$ cat src/rtl/msi_agg_pkg.sv
// Shared constants and the control-register decode for the MSI doorbell
// aggregator. Assumes a 32-bit data bus and at most 32 vectors.
package msi_agg_pkg;

    localparam int BUS_W   = 32;
    localparam int MAX_VEC = 32;
    localparam int CSR_AW  = 4;
    localparam int VEC_AW  = $clog2(MAX_VEC * 4);

    localparam logic [CSR_AW-1:0] OFS_PEND = 4'h0;
    localparam logic [CSR_AW-1:0] OFS_ERR  = 4'h4;
    localparam logic [CSR_AW-1:0] OFS_MASK = 4'h8;

    typedef enum logic [1:0] {
        SEL_PEND,
        SEL_ERR,
        SEL_MASK,
        SEL_NONE
    } csr_sel_e;

    // Map a control byte address onto the register it selects.
    function automatic csr_sel_e csr_decode(input logic [CSR_AW-1:0] a);
        csr_sel_e s;
        case (a)
            OFS_PEND: s = SEL_PEND;
            OFS_ERR:  s = SEL_ERR;
            OFS_MASK: s = SEL_MASK;
            default:  s = SEL_NONE;
        endcase
        return s;
    endfunction

endpackage

$ cat src/rtl/msi_agg_vec_bank.sv
// Doorbell bank: one pending flag and one stored message word per live vector.
// Decodes the vector port and reports malformed writes as one-hot error events.
// Assumes at most one access address per cycle; a read and a write strobe
// asserted together refer to the same word. Unaligned addresses are ignored.
module msi_agg_vec_bank
    import msi_agg_pkg::*;
#(
    parameter int NUM_VEC = 8
) (
    input  logic               clk,
    input  logic               rst_n,
    input  logic               vec_wr,
    input  logic               vec_rd,
    input  logic [VEC_AW-1:0]  vec_addr,
    input  logic [BUS_W-1:0]   vec_wdata,
    output logic [BUS_W-1:0]   vec_rdata,
    output logic [MAX_VEC-1:0] pend,
    output logic [MAX_VEC-1:0] err_evt
);

    localparam int IDX_W = VEC_AW - 2;

    logic [IDX_W-1:0] idx;
    logic             aligned;
    logic             in_range;
    logic [BUS_W-1:0] slot_data [MAX_VEC];

    // Split the byte address into a word index and an alignment flag.
    assign idx      = vec_addr[VEC_AW-1:2];
    assign aligned  = (vec_addr[1:0] == 2'b00);
    assign in_range = (int'(idx) < NUM_VEC);

    generate
        for (genvar n = 0; n < MAX_VEC; n++) begin : g_slot
            if (n < NUM_VEC) begin : g_live
                logic             hit;
                logic             wr_ok;
                logic             rd_clr;
                logic             pend_q;
                logic [BUS_W-1:0] data_q;

                assign hit    = aligned && (idx == IDX_W'(n));
                assign wr_ok  = hit && vec_wr && (vec_wdata == BUS_W'(n));
                assign rd_clr = hit && vec_rd;

                // Pending flag: an accepted write sets it, a read clears it; the write wins.
                always_ff @(posedge clk) begin
                    if (!rst_n)      pend_q <= 1'b0;
                    else if (wr_ok)  pend_q <= 1'b1;
                    else if (rd_clr) pend_q <= 1'b0;
                end

                // Message store: keeps the word of the last accepted write.
                always_ff @(posedge clk) begin
                    if (!rst_n)     data_q <= '0;
                    else if (wr_ok) data_q <= vec_wdata;
                end

                assign pend[n]      = pend_q;
                assign slot_data[n] = data_q;
            end else begin : g_absent
                assign pend[n]      = 1'b0;
                assign slot_data[n] = '0;
            end
        end
    endgenerate

    // Read path: the stored word of a live vector, zero elsewhere.
    assign vec_rdata = (aligned && in_range) ? slot_data[idx] : '0;

    // Error events: an out-of-range index or a mismatched value flags bit idx.
    always_comb begin
        err_evt = '0;
        if (vec_wr && aligned && (!in_range || (vec_wdata != BUS_W'(idx)))) begin
            err_evt[idx] = 1'b1;
        end
    end

endmodule

$ cat src/rtl/msi_agg_csr.sv
// Control registers: a read-only pending view, a sticky error register
// (write 1 to clear) and the enable mask. Read data is combinational.
// Assumes err_evt and pend come from the doorbell bank in the same cycle.
module msi_agg_csr
    import msi_agg_pkg::*;
#(
    parameter int NUM_VEC = 8
) (
    input  logic               clk,
    input  logic               rst_n,
    input  logic               csr_wr,
    input  logic [CSR_AW-1:0]  csr_addr,
    input  logic [BUS_W-1:0]   csr_wdata,
    input  logic [MAX_VEC-1:0] pend,
    input  logic [MAX_VEC-1:0] err_evt,
    output logic [BUS_W-1:0]   csr_rdata,
    output logic [MAX_VEC-1:0] mask_q,
    output logic [MAX_VEC-1:0] err_q
);

    localparam logic [MAX_VEC-1:0] LIVE = MAX_VEC'((64'd1 << NUM_VEC) - 64'd1);

    csr_sel_e   sel;
    logic [MAX_VEC-1:0] err_clr;

    assign sel     = csr_decode(csr_addr);
    assign err_clr = (csr_wr && sel == SEL_ERR) ? csr_wdata[MAX_VEC-1:0] : '0;

    // Enable mask: software write, bits of absent vectors forced to zero.
    always_ff @(posedge clk) begin
        if (!rst_n)                        mask_q <= '0;
        else if (csr_wr && sel == SEL_MASK) mask_q <= csr_wdata[MAX_VEC-1:0] & LIVE;
    end

    // Error register: new events set bits, written ones clear them; set wins.
    always_ff @(posedge clk) begin
        if (!rst_n) err_q <= '0;
        else        err_q <= (err_q & ~err_clr) | err_evt;
    end

    // Read multiplexer: undecoded offsets return zero.
    always_comb begin
        csr_rdata = '0;
        case (sel)
            SEL_PEND: csr_rdata = BUS_W'(pend);
            SEL_ERR:  csr_rdata = BUS_W'(err_q);
            SEL_MASK: csr_rdata = BUS_W'(mask_q);
            default:  csr_rdata = '0;
        endcase
    end

endmodule

$ cat src/rtl/msi_agg_irq.sv
// Interrupt merge: registers the OR of all enabled pending flags onto one line.
// Assumes pend and mask are already synchronous to clk.
module msi_agg_irq
    import msi_agg_pkg::*;
(
    input  logic               clk,
    input  logic               rst_n,
    input  logic [MAX_VEC-1:0] pend,
    input  logic [MAX_VEC-1:0] mask,
    output logic               irq
);

    // Level output: one flop after the masked reduction.
    always_ff @(posedge clk) begin
        if (!rst_n) irq <= 1'b0;
        else        irq <= |(pend & mask);
    end

endmodule

$ cat src/rtl/msi_agg.sv
// Top of the MSI doorbell aggregator: doorbell bank, control registers and
// the interrupt merge. Assumes single-cycle slave ports with no wait states.
module msi_agg
    import msi_agg_pkg::*;
#(
    parameter int NUM_VEC = 8
) (
    input  logic              clk,
    input  logic              rst_n,
    input  logic              csr_wr,
    input  logic [CSR_AW-1:0] csr_addr,
    input  logic [BUS_W-1:0]  csr_wdata,
    output logic [BUS_W-1:0]  csr_rdata,
    input  logic              vec_wr,
    input  logic              vec_rd,
    input  logic [VEC_AW-1:0] vec_addr,
    input  logic [BUS_W-1:0]  vec_wdata,
    output logic [BUS_W-1:0]  vec_rdata,
    output logic              irq
);

    logic [MAX_VEC-1:0] pend_w;
    logic [MAX_VEC-1:0] evt_w;
    logic [MAX_VEC-1:0] mask_w;
    logic [MAX_VEC-1:0] err_w;

    msi_agg_vec_bank #(.NUM_VEC(NUM_VEC)) u_bank (
        .clk       (clk),
        .rst_n     (rst_n),
        .vec_wr    (vec_wr),
        .vec_rd    (vec_rd),
        .vec_addr  (vec_addr),
        .vec_wdata (vec_wdata),
        .vec_rdata (vec_rdata),
        .pend      (pend_w),
        .err_evt   (evt_w)
    );

    msi_agg_csr #(.NUM_VEC(NUM_VEC)) u_csr (
        .clk       (clk),
        .rst_n     (rst_n),
        .csr_wr    (csr_wr),
        .csr_addr  (csr_addr),
        .csr_wdata (csr_wdata),
        .pend      (pend_w),
        .err_evt   (evt_w),
        .csr_rdata (csr_rdata),
        .mask_q    (mask_w),
        .err_q     (err_w)
    );

    msi_agg_irq u_irq (
        .clk   (clk),
        .rst_n (rst_n),
        .pend  (pend_w),
        .mask  (mask_w),
        .irq   (irq)
    );

endmodule

$ cat config.mk
export PLATFORM = sky130hd
export DESIGN_NAME = msi_agg
export DESIGN_NICKNAME = d
export VERILOG_FILES = /design/src/rtl/msi_agg_pkg.sv /design/src/rtl/msi_agg_vec_bank.sv /design/src/rtl/msi_agg_csr.sv /design/src/rtl/msi_agg_irq.sv /design/src/rtl/msi_agg.sv
export SDC_FILE = /design/constraint.sdc
export NUM_CORES = 1
export LEC_CHECK = 0
export BUFFER_PORTS_ARGS = -buffer_cell sky130_fd_sc_hd__buf_2
export CORE_UTILIZATION = 40
export DETAILED_ROUTE_END_ITERATION = 8
export HOLD_SLACK_MARGIN = 0.15
export PLACE_DENSITY = 0.57
export SYNTH_ARGS = -nofsm -noshare
export SYNTH_HDL_FRONTEND = slang
export SYNTH_SLANG_ARGS = --single-unit
$ cat constraint.sdc
create_clock -name clk -period 2.7 [get_ports clk]
set_input_delay 0.54 -clock clk [delete_from_list [all_inputs] [get_ports clk]]
set_output_delay 0.54 -clock clk [all_outputs]
set_load 0.05 [all_outputs]
Word-level counts from Yosys, hierarchy flattened --
Index checks and enable logic that the tools add are counted.
Storage, ports and cells: register bits after elaboration 305, bits in latches 0, bits in writable memories 0, memory bits (read-only) 0, input port bits 80, output and inout bits 65, logic and storage cells 127, memories 0
Cells by class: $add $sub $neg 0, multiply operators 0, div/mod/pow operators 0, order comparisons 4, eq/ne operators 19, shifts and indexed selects 0, mux-type cells 26, bitwise logic cells 5, reduce and logical (&&, ||, !) cells 54
Operators with widths (count):
- binary-select mux 32 bit (select 5 bit) | 1
- two-way mux 32 bit | 5
- equality test 32 x 3 -> 1 bit (second input constant) | 4
- case mux 32 bit (3 select lines) | 1
- equality test 32 x 2 -> 1 bit (second input constant) | 2
- logical AND 1 bit | 38
- bitwise AND 32 bit | 1
- equality test 32 x 1 -> 1 bit (second input constant) | 1
- zero test 32 bit | 1
- != test 32 x 5 -> 1 bit | 1
- inverter 32 bit | 1
- bitwise OR 32 bit | 1
- OR reduction 32 bit | 1
- equality test 5 x 3 -> 1 bit (second input constant) | 4
- two-way mux 1 bit | 17
- nonzero test 2 bit | 8
- equality test 5 x 2 -> 1 bit (second input constant) | 2
- bitwise AND 8 bit | 1
- >= comparator 6 bit (second input constant) | 1
- < comparator 5 x 6 -> 1 bit (second input constant) | 1
- inverter 5 -> 6 bit | 1
- case mux 2 bit (3 select lines) | 1
- demux 1 bit (select 5 bit) | 1
- equality test 5 x 1 -> 1 bit (second input constant) | 1
- other kinds (11) | 12

Logic depth before layout (Yosys ltp) --
depth after elaboration 8, mapped depth 8, mapped depth without buffers 4

Modules after synthesis --
Synthesis repeated with hierarchy kept, for this count alone.
Second synthesis, totals: cell total of the unflattened synthesis 1193, area, all modules 12583.3 um^2
Modules (own cells, without submodules):
- msi_agg_vec_bank | times used 1, cells each 891, area an instance 10252.3 um^2, sequential area each 5285.1 um^2
- msi_agg_csr | times used 1, cells each 280, area an instance 2149.6 um^2, sequential area each 800.8 um^2
- msi_agg_irq | times used 1, cells each 22, area an instance 181.4 um^2, sequential area each 20.0 um^2

Worst setup path after synthesis --
No wires, ideal clock.
path kind in2out, from input vec_addr[3], to output vec_rdata[14], arrival time 2402 ps, required time 2160 ps, slack -242 ps, stages 6, path buffers 3, path through buf_2 > clkbuf_1 > buf_1 > mux4_2 > mux2i_1 > nor2_1
On the way: word-level cells in the longest chain between the ends 5, elaborated cells between the ends (all ways) 7, classes of those cells order compare (1); mux (4); bitwise (1); reduce/logical (1)
RTL lines:
- start, declared | RTL line msi_agg.sv:16 | input logic [VEC_AW-1:0] vec_addr,
- inverter 5 -> 6 bit (implied by the code) | RTL line msi_agg_vec_bank.sv:69 | assign vec_rdata = (aligned && in_range) ? slot_data[idx] : '0;
- binary-select mux 32 bit (select 5 bit) | RTL line msi_agg_vec_bank.sv:69
- two-way mux 32 bit (implied by the code) (2 in series) | RTL line msi_agg_vec_bank.sv:69
- two-way mux 32 bit (*) | RTL line msi_agg_vec_bank.sv:69
- end, declared | RTL line msi_agg.sv:18 | output logic [BUS_W-1:0] vec_rdata,
Every way passes the cells marked *; elsewhere a longest branch is shown, timed or not. The select of a mux whose other input is x is not followed.

Worst setup path after layout --
from input vec_addr[2], to output vec_rdata[11]
Same word-level chain as after synthesis.

==> results.md <==
- Post-synthesis compound-gate area fraction: 0.0617
- Cell total after placement: 1545
- Post-synth EDFFs: 0
- Initial antenna violation count: 1
- Crit path kind: in -> out
- Post-route cell area: 0.0144 sq mm
- Largest net degree at the start of global routing: 304
- Fraction of the mapped netlist area in adder cells: 0
- Avg Cell Area, Syn: 10.9 sq um
- Crit share post-route: 0.962
- #FFs+latches synth: 305
- Layout cells sized above 1: 0.281
- Number of sinks on the clock net: 305
- Critical path buffers and inverters: 4
- First-pass GRT wire length: 47500 um
- Cell variety after synth: 43
- Postcts setup bufs: 0
- DRC Markers: 0
- Die width: 173 um
- Placed Area: 0.0131 sq mm
- Core Area: 0.0288 sq mm
- Antenna viol nets, final: 0
- Routed Wire Length: 29500 um
- Num ports: 145
- FP Rows: 62
- Post-synthesis xor/xnor area fraction: 0.00224
- Synth Warn #: 0
- Post-CTS Resized: 0
- Clock-pin slew on the worst setup and hold paths: 0.06 ns
- Crit-path slowest cell: mux4_2
- Post-synth top area share: 0.521
- Rel. slew slack: 0.295
- Final setup viols: 0
- IR drop worst, VDD: 0.485 mV
- Main combinational cell family by area after synthesis: simple AND/OR/NAND/NOR gates
- GP Congestion: 0.781
- CP cell instances: buf_4, buf_12, mux4_2, mux2i_1, buf_4, nor2_2, buf_2
- Cells after Synth: 1074
- Final Hold Viols: 0
- GRT Util Overall: 0.196
- Most common flop cell mapped by yosys: dfxtp_1
- Die Footprint: 0.0300 sq mm
- Pwr/cell area: 687 mW/mm^2
- Area growth syn-to-layout: 22.5%
- Initial Util: 0.407
- Number of nets in the layout: 1277
- DR vias/cell: 5.28
- Clk root buf: clkbuf_16
- CTS max path bufs: 3
- Max Cap Viol: 0
- RSZ-0062 raised after global routing: false
- Arrival time at the worst endpoint: 2.06 ns
- CP most frequent cell: buf_4
- Leak: 6.60 nW
- Die height: 173 um
- Slowest stage delay, CP: 0.50 ns
- Worst Path Max Fanout: 11
- Fmax: 0.385 GHz
- Vias in the first global route: 8457
- Sequential share of the synthesized area: 0.521
- Critical path capture point type: primary output
- First DRT Iteration DRCs: 623
- Worst path required time: 2.16 ns
- H-Tree Depth: 2
- Final min period: 2.60 ns
- Area of the mapped netlist: 0.0117 sq mm
- Detailed Place HPWL: 17800 um
- Final std cells w/o fill: 1607
- Port Buffers: 144
- Reg2reg setup slack: 1.85 ns
- CTS buffer count: 34
- Net count after synthesis: 1154
- Async set-reset flop share out of synthesis: 0
- Wire per inst: 18.3 um
- Drt pass-1 iters: 5
- Crit-path leading delay family: buffers and inverters
- Worst-Skew Late Latency: 0.50 ns
- Type of the tightest min-delay check: in -> reg
- CTS tree: built
- Slew @ Worst Pin: 1.06 ns
- Global route total overflow: 0
- Mux contribution to synthesized area: 0.150
- Max-slew violations: 0
- Top cells by area, synth: dfxtp_1 52%, and3_1 13%, mux4_2 12%
- CP startpoint kind: primary input
- Status: complete, no violations
- Hold Buf Count CTS: 0
- Area leader, netlist: dfxtp_1
- Clk_skew: 0.00397 ns
- Synth Area in Simple Gates: 0.226
- Vias post-DR: 8478
per-layer routing:
layer,vias up,track usage,part of all wire
met5,-,0,0
met4,0,0.0527,0.018
met3,39,0.0274,0.039
met2,182,0.313,0.46
met1,4101,0.279,0.48
li1,4156,-,-
cell usage after synthesis, drive strengths merged (2+ instances only):
master and n:
a21o 3, buf 18, nand4 19, nor3 3, o21ai 20, mux4 64, clkbuf 82, mux2i 32
nor4 12, o21a 24, nor4b 4, and3 244, nand2 22, or2 3, a21boi 24, or4 6
nor4bb 2, a222oi 8, a22oi 4, xnor2 3, inv 13, nand2b 4, dfxtp 305, and4 3
and2 26, nor2b 4, a21oi 12, nor2 64, o211ai 7, nand3 34
kinds of logic after synthesis:
logic type	after synthesis
buffers and inverters	113
multiplexers	96
flip-flops	305
AO/OA/AOI/OAI	104
AND/OR/NAND/NOR	453
XOR/XNOR	3
placed cells by master (no fill, tap or decap), drive strengths merged, types with 19 or more instances in the layout:
master | Yosys | final
a21boi | 24 | 24
and2 | 26 | 26
and3 | 244 | 244
buf | 18 | 187
clkbuf | 82 | 51
dfxtp | 305 | 305
mux2i | 32 | 32
mux4 | 64 | 64
nand2 | 22 | 22
nand3 | 34 | 34
nand4 | 19 | 19
nor2 | 64 | 64
o21a | 24 | 24
o21ai | 20 | 20
power by group:
part           internal (W)  leakage (nW)  switching (W)
clock network       0.00321         0.617        0.00178
logic              0.000148          3.53       0.000224
registers           0.00450          2.46     0.00000193
total               0.00786          6.60        0.00201
flip-flops by register name (all words and copies together) (netlist names):
name                         cells
u_bank.g_slot.g_live.data_q    256
u_irq.irq                        1
u_csr.err_q                     32
u_bank.g_slot.g_live.pend_q      8
u_csr.mask_q                     8
worst reg2reg max path, stage by stage, from the launching register on:
cell,delay (ns)
dfxtp_1,0.34
a22oi_1,0.22
a41oi_1,0.16
path summary, 6_finish.rpt:
check | from | endpoint | depth (start not counted)
min reg2reg | u_bank.g_slot[1].g_live.data_q[0]$_SDFFE_PN0P_ | u_bank.g_slot[1].g_live.data_q[0]$_SDFFE_PN0P_ | 2
min | csr_wdata[4] | u_csr.mask_q[4]$_SDFFE_PN0P_ | 3
max reg2reg | u_bank.g_slot[1].g_live.pend_q$_SDFFE_PN0P_ | u_irq.irq$_SDFF_PN0_ | 2
max | vec_addr[2] | vec_rdata[11] | 7
through the flow:
stage                     setup slack [ns]  setup TNS, ns  hold slack, ns  utilization  power (W)
after floorplan                     -0.208          -1.97           0.420            -    0.00482
after global placement              0.0949              0           0.431        0.456    0.00498
after detailed placement            0.0945              0           0.437        0.456    0.00498
after CTS                           0.0826              0           0.286        0.499    0.00999
after global routing               0.00396              0           0.303        0.499     0.0102
final                                0.101              0           0.302        0.499    0.00987
cell type report:
cell class | instances | area, sq um
fill | 2589 | 14400
antenna | 1 | 2.50
sequential | 305 | 6110
multi-input combinational | 656 | 5250
timing repair buffer | 187 | 1230
tap | 384 | 480
clock buffer | 51 | 1070
inverter | 13 | 48.8
clock inverter | 10 | 175
No activity file was read; power rests on OpenSTA's default activity.
